### config.mk
export PLATFORM = sky130hd
export DESIGN_NAME = los_holdover_ctrl
export DESIGN_NICKNAME = d
export VERILOG_FILES = /design/src/rtl/los_pkg.sv /design/src/rtl/los_xition_det.sv /design/src/rtl/los_run_ctr.sv /design/src/rtl/los_word_sel.sv /design/src/rtl/los_out_gate.sv /design/src/rtl/los_holdover_ctrl.sv
export SDC_FILE = /design/constraint.sdc
export NUM_CORES = 1
export LEC_CHECK = 0
export ABC_AREA = 1
export ABC_CLOCK_PERIOD_IN_PS = 1800
export BUFFER_PORTS_ARGS = -buffer_cell sky130_fd_sc_hd__buf_2
export CAP_MARGIN = 40
export CORE_MARGIN = 5
export CORE_UTILIZATION = 47
export CTS_BUF_LIST = sky130_fd_sc_hd__clkbuf_8
export DETAILED_ROUTE_END_ITERATION = 8
export HOLD_SLACK_MARGIN = 0.05
export PLACE_DENSITY = 0.86
export RECOVER_POWER = 25
export SLEW_MARGIN = 20
export SYNTH_ARGS = -nofsm -noshare
export SYNTH_HDL_FRONTEND = slang
export SYNTH_HIERARCHICAL = 1
export SYNTH_SLANG_ARGS = --single-unit
### constraint.sdc
create_clock -name clk -period 1.8 [get_ports clk]
set_input_delay 0.36 -clock clk [delete_from_list [all_inputs] [get_ports clk]]
set_output_delay 0.36 -clock clk [all_outputs]
set_load 0.02 [all_outputs]
### src/rtl/los_pkg.sv
package los_pkg;

  // Selection state of the oscillator control word
  typedef enum logic {
    WSEL_LOOP = 1'b0,
    WSEL_HOLD = 1'b1
  } wsel_e;

  // Counter width able to hold the value lim
  function automatic int run_cnt_width(input int lim);
    return $clog2(lim + 1);
  endfunction

endpackage

### src/rtl/los_xition_det.sv
// Samples the data line once per edge and flags a change against the held sample.
module los_xition_det (
  input  logic clk,
  input  logic rst_n,
  input  logic data_i,
  output logic xition_o
);

  logic smp_q;
  logic smp_d;

  always_comb begin
    smp_d    = data_i;
    xition_o = data_i ^ smp_q;
  end

  always_ff @(posedge clk or negedge rst_n) begin
    if (!rst_n) begin
      smp_q <= 1'b0;
    end else begin
      smp_q <= smp_d;
    end
  end

endmodule

### src/rtl/los_run_ctr.sv
// Saturating run-length counter of quiet edges, plus the registered flag.
module los_run_ctr
  import los_pkg::*;
#(
  parameter int unsigned RUN_LIMIT = 256
) (
  input  logic clk,
  input  logic rst_n,
  input  logic xition_i,
  output logic flag_o
);

  localparam int CNT_W = run_cnt_width(RUN_LIMIT);
  localparam logic [CNT_W-1:0] LIM_C = CNT_W'(RUN_LIMIT);

  logic [CNT_W-1:0] cnt_q;
  logic [CNT_W-1:0] cnt_d;
  logic             cnt_en;
  logic             flag_q;
  logic             flag_d;

  always_comb begin
    cnt_en = 1'b0;
    cnt_d  = cnt_q;
    if (xition_i) begin
      cnt_en = 1'b1;
      cnt_d  = '0;
    end else if (cnt_q != LIM_C) begin
      cnt_en = 1'b1;
      cnt_d  = cnt_q + 1'b1;
    end
    flag_d = (cnt_d == LIM_C);
  end

  always_ff @(posedge clk or negedge rst_n) begin
    if (!rst_n) begin
      cnt_q <= '0;
    end else if (cnt_en) begin
      cnt_q <= cnt_d;
    end
  end

  always_ff @(posedge clk or negedge rst_n) begin
    if (!rst_n) begin
      flag_q <= 1'b0;
    end else begin
      flag_q <= flag_d;
    end
  end

  assign flag_o = flag_q;

endmodule

### src/rtl/los_word_sel.sv
// Registered holdover selection steering the oscillator control word.
module los_word_sel
  import los_pkg::*;
#(
  parameter int unsigned       CW_W        = 12,
  parameter logic [CW_W-1:0]   CENTER_WORD = {1'b1, {(CW_W-1){1'b0}}}
) (
  input  logic            clk,
  input  logic            rst_n,
  input  logic            hold_req_i,
  input  logic [CW_W-1:0] loop_word_i,
  output logic [CW_W-1:0] word_o
);

  wsel_e sel_q;
  wsel_e sel_d;

  always_comb begin
    sel_d  = hold_req_i ? WSEL_HOLD : WSEL_LOOP;
    word_o = (sel_q == WSEL_HOLD) ? CENTER_WORD : loop_word_i;
  end

  always_ff @(posedge clk or negedge rst_n) begin
    if (!rst_n) begin
      sel_q <= WSEL_LOOP;
    end else begin
      sel_q <= sel_d;
    end
  end

endmodule

### src/rtl/los_out_gate.sv
// Forces a bundle of lanes low when the enable is deasserted.
module los_out_gate #(
  parameter int unsigned WIDTH = 2
) (
  input  logic             en_i,
  input  logic [WIDTH-1:0] lane_i,
  output logic [WIDTH-1:0] lane_o
);

  for (genvar i = 0; i < WIDTH; i++) begin : g_lane
    assign lane_o[i] = lane_i[i] & en_i;
  end

endmodule

### src/rtl/los_holdover_ctrl.sv
module los_holdover_ctrl
  import los_pkg::*;
#(
  parameter int unsigned     RUN_LIMIT   = 256,
  parameter int unsigned     CW_W        = 12,
  parameter logic [CW_W-1:0] CENTER_WORD = {1'b1, {(CW_W-1){1'b0}}},
  parameter int unsigned     N_CLK       = 2,
  parameter int unsigned     N_DAT       = 2
) (
  input  logic             clk,
  input  logic             rst_n,
  input  logic             rx_data_i,
  input  logic             hold_req_i,
  input  logic [CW_W-1:0]  loop_word_i,
  input  logic             out_en_i,
  input  logic [N_CLK-1:0] clk_lane_i,
  input  logic [N_DAT-1:0] data_lane_i,
  output logic             los_flag_o,
  output logic [CW_W-1:0]  osc_word_o,
  output logic [N_CLK-1:0] clk_lane_o,
  output logic [N_DAT-1:0] data_lane_o
);

  logic xition;

  los_xition_det u_det (
    .clk      (clk),
    .rst_n    (rst_n),
    .data_i   (rx_data_i),
    .xition_o (xition)
  );

  los_run_ctr #(
    .RUN_LIMIT (RUN_LIMIT)
  ) u_ctr (
    .clk      (clk),
    .rst_n    (rst_n),
    .xition_i (xition),
    .flag_o   (los_flag_o)
  );

  los_word_sel #(
    .CW_W        (CW_W),
    .CENTER_WORD (CENTER_WORD)
  ) u_sel (
    .clk         (clk),
    .rst_n       (rst_n),
    .hold_req_i  (hold_req_i),
    .loop_word_i (loop_word_i),
    .word_o      (osc_word_o)
  );

  los_out_gate #(
    .WIDTH (N_CLK)
  ) u_gate_clk (
    .en_i   (out_en_i),
    .lane_i (clk_lane_i),
    .lane_o (clk_lane_o)
  );

  los_out_gate #(
    .WIDTH (N_DAT)
  ) u_gate_dat (
    .en_i   (out_en_i),
    .lane_i (data_lane_i),
    .lane_o (data_lane_o)
  );

endmodule

==> results list <==
- The first global-routing pass estimated 3.19 mm of wire.
- At the worst endpoint, the required time is 1980 ps.
* Area of the mapped netlist: 774 µm²
- Summing the areas of all compound-gate instances in the mapped netlist gives 1.94% of the synthesized area.
- Across all register-to-register paths, the minimum setup slack is 250 ps.
- The number of slew-limit violations in the final report was 0.
* Path type of the worst setup path: register to register
* Ordered list of cells on the worst path: inv_1 > ha_1 > nand2_1 > nor2_1 > nand2_1 > nand2_1 > nand3_1 > nor2_1 > nand3_1 > nor2_1
- Combinational share of power: 20.2%
* Leftover overflow at the end of global routing: 0
- Number of iterations in the first detailed-routing pass: 4
- Crit path max-delay cell type: dfrtp_1
- After the last flow step, the layout net total stands at 186.
- The number of antenna violations at the first check in global routing is 0.
- CP max stage delay: 410 ps
- Entering global routing, the biggest net connects 13 pins.
- Among all cell types in the netlist, the one instantiated most often is inv_1.
- Core box area: 1540 µm²
- After filler insertion, the fill cell instance count of the layout stands at 131.
* Highest net fanout along the worst path: 4
- Final routed wire length divided by cell count: 10.3 µm
- The final layout contains routed wiring with a total length of 1.84 mm.
- CP Buf/Inv Count: 1
- Clock tree synthesis inserted a total of 3 buffers.
- Top_reg_cell synth: dfrtp_1
- The detailed router finished its first iteration with 8 violations.
* Insertion delay of the later-clocked pin in the worst-skew pair: 250 ps
* DIE WIDTH: 50.6 µm
- By area, the combinational part of the netlist is dominated by simple AND/OR/NAND/NOR gates.
* Port Buffer Count: 37
- TritonCTS built the clock tree.
* Via/cell ratio: 4.79
- For this design the top-level I/O count stands at 38.
* Number of global-route vias before repair: 777
- Part of the power in the clock network: 39.8%
- STA classifies the critical path startpoint as a register.
- Final worst-path setup slack: 252 ps
- The worst register-to-register path ends at u_ctr/flag_o.
- Clock root buffer: clkbuf_8
* Sequential fraction of design power: 40.0%
- Most instantiated cells after synthesis: inv_1, nor2_1, nand2_1
* Family with the most delay on the worst path: simple AND/OR/NAND/NOR gates
- Cell Int Power: 0.536 mW
- Yosys top cell by area: dfrtp_1
* Endpoints failing hold: 0
* Die outline height: 50.6 µm
- The top cell type by area accounts for 38.8% of the synthesized area.
* Worst min path class: primary input to register
* Leading cell types by total area after synthesis: dfrtp_1, inv_1, nor2_1
- When the netlist entered floorplanning its net count stood at 144.
- Number of rows in the core area: 14
* Termination of the worst setup path: u_ctr/flag_o
- The worst-case IR drop observed on VDD is 0.610 mV.
* Total power draw: 0.748 mW
* Maximum root-to-sink buffer count: 2
- After detailed routing, the number of remaining DRC violations is 0.
- Area share of xor/xnor cells in the synthesized design: 0%
- Adder and majority cell fraction of the synthesized area: 3.23%
* Buffers inserted during post-CTS setup optimization: 0
- Setup repair after global routing left no endpoint under its margin.
- In this run the number of H-tree levels came out at 1.
- The synthesized netlist devotes 39.1% of its cell area to simple gates.
- In the synthesized netlist, mux cells make up 0% of the area.
- Total net switching power: 0.211 mW
- Element type at the critical path end: register
- For this run, the number of Yosys warnings is 6.
* Gate count of the mapped netlist: 121
- The die covers 2560 µm².
* Critical Path Stages: 10
- The detailed router placed 852 vias in this run.
- Static timing analysis puts the maximum clock frequency at 0.646 GHz.
* Diodes inserted: 0
- Switching share of total power: 28.3%
- Of the available clock period, the critical path in the final layout requires 86.0%.
* Relative area change from synthesis to final layout: 33.1%
- Actual transition at the worst max-transition pin: 613 ps
- Across the run, the number of max-cap violations was 0.
- Of all flip-flops after synthesis, the portion carrying an async set or reset was 100%.
- The most critical setup path has its startpoint at u_ctr/cnt_q[0].
- Setup total negative slack on the finished layout was measured at 0 ps.
* Initial Utilization: 50.2%
* Final min period: 1550 ps
- Worst clock skew: 5.04 ps
- Combined global-route utilization of all metal layers: 16.0%
- Setup violations remaining at the end of the flow were counted as 0.
- Measured in cells, the most critical reg-to-reg path has a length of 10.
- In this run the power density over the cells is 725 nW/µm².
* Clock Sinks: 12
* Sequential area share after synthesis: 38.8%
* Global placer's final weighted congestion: 0.901
- Static Leak: 0.682 nW
- Start of the worst register-to-register path: u_ctr/cnt_q[0]
- Clock-pin slew was measured on the worst setup and hold paths at 50 ps.
* Data arrival time of the critical path: 1720 ps
- Once detail routing completed, the nets flagged for antenna violations numbered 0.
* Detailed Place HPWL: 1.47 mm
- In this run, synthesis inferred 0 flip-flops with an integrated enable.
- The synthesized netlist contains 16 unique library cells.
- Max transition margin: 59.1%
- OpenSTA, run right after detailed placement, puts the worst setup slack at 306 ps.
- The synthesized design contains 12 register bits.
- Synthesized area per cell: 6.40 µm²
- The flow ran to the end, and the final reports show no timing, DRC or antenna violations.
* Share of layout cells above drive strength 1: 28.4%
==> routing by layer <==
metal  vias up  global-route usage [%]  part of all wire (%)
li1        434                       -                     -
met1       379                    17.2                    38
met2        34                    28.1                    49
met3         5                    4.73                    10
met4         0                    7.66                   1.8
met5         -                       0                     0
==> cell type report <==
type	instances	area (µm²)	share of cell area (%)
timing repair buffer	38	193	18.7
multi-input combinational	76	343	33.3
inverter	32	120	11.7
clock buffer	4	55.1	5.34
tap	16	20.0	1.94
sequential	12	300	29.1
==> flip-flops by register name, indices dropped and copies added (netlist names) <==
name	count
u_ctr/cnt_q	9
u_ctr/flag_o	1
u_det/smp_q	1
u_sel/sel_q	1
==> worst min path at each step <==
stage,endpoint,cells after the start,slack (ps),startpoint
6_report,u_sel/sel_q,1,220,hold_req_i
4_1_cts,u_sel/sel_q,1,210,hold_req_i
3_5_place_dp,u_ctr/cnt_q[7],1,250,rst_n
3_3_place_gp,u_ctr/cnt_q[6],1,240,rst_n
2_1_floorplan,u_ctr/cnt_q[0],0,60,rst_n
5_1_grt,u_sel/sel_q,1,210,hold_req_i
==> kinds of logic after synthesis <==
logic type / after synthesis
AOI/OAI and AO/OA: 3
buffers and inverters: 33
DFF: 12
adders and majority gates: 2
and+or+nand+nor: 71
==> cell usage in the layout, fill, tap and decap left out <==
| cell | instances |
|---|---|
| o21ai_0 | 2 |
| nand3b_1 | 1 |
| a21oi_1 | 1 |
| nand2_2 | 2 |
| buf_2 | 35 |
| or2_2 | 2 |
| nor2_1 | 29 |
| nor2_4 | 1 |
| inv_1 | 31 |
| inv_2 | 1 |
| dfrtp_1 | 12 |
| nor2_2 | 1 |
| nand2_1 | 26 |
| clkbuf_1 | 2 |
| dlygate4sd3_1 | 1 |
| nand3_1 | 8 |
| nand4_1 | 1 |
| ha_1 | 2 |
| clkbuf_8 | 4 |
==> power by group through the flow <==
stage	Clock, mW	Combinational [mW]	Sequential (mW)
2_1_floorplan	0	0.0971	0.299
3_3_place_gp	0	0.145	0.303
3_5_place_dp	0	0.150	0.304
4_1_cts	0.303	0.152	0.299
5_1_grt	0.320	0.172	0.303
6_report	0.297	0.151	0.299
==> through the flow <==
step                cell area (µm²)  hold WS, ps  util (%)  cells
finish                         1030          216      66.9    178
global route                   1030          208      66.9    178
CTS                            1030          214      67.0    178
detailed placement              968          249      62.8    173
global placement                968          244      62.8    173
floorplan                       774         64.4         -    121
==> what timing repair did <==
item / CTS / global route
hold buffers: 1 / 0
gates resized for setup: 0 / 0
hold endpoints to repair: 12 / 0
(Power assumes the default switching activity.)
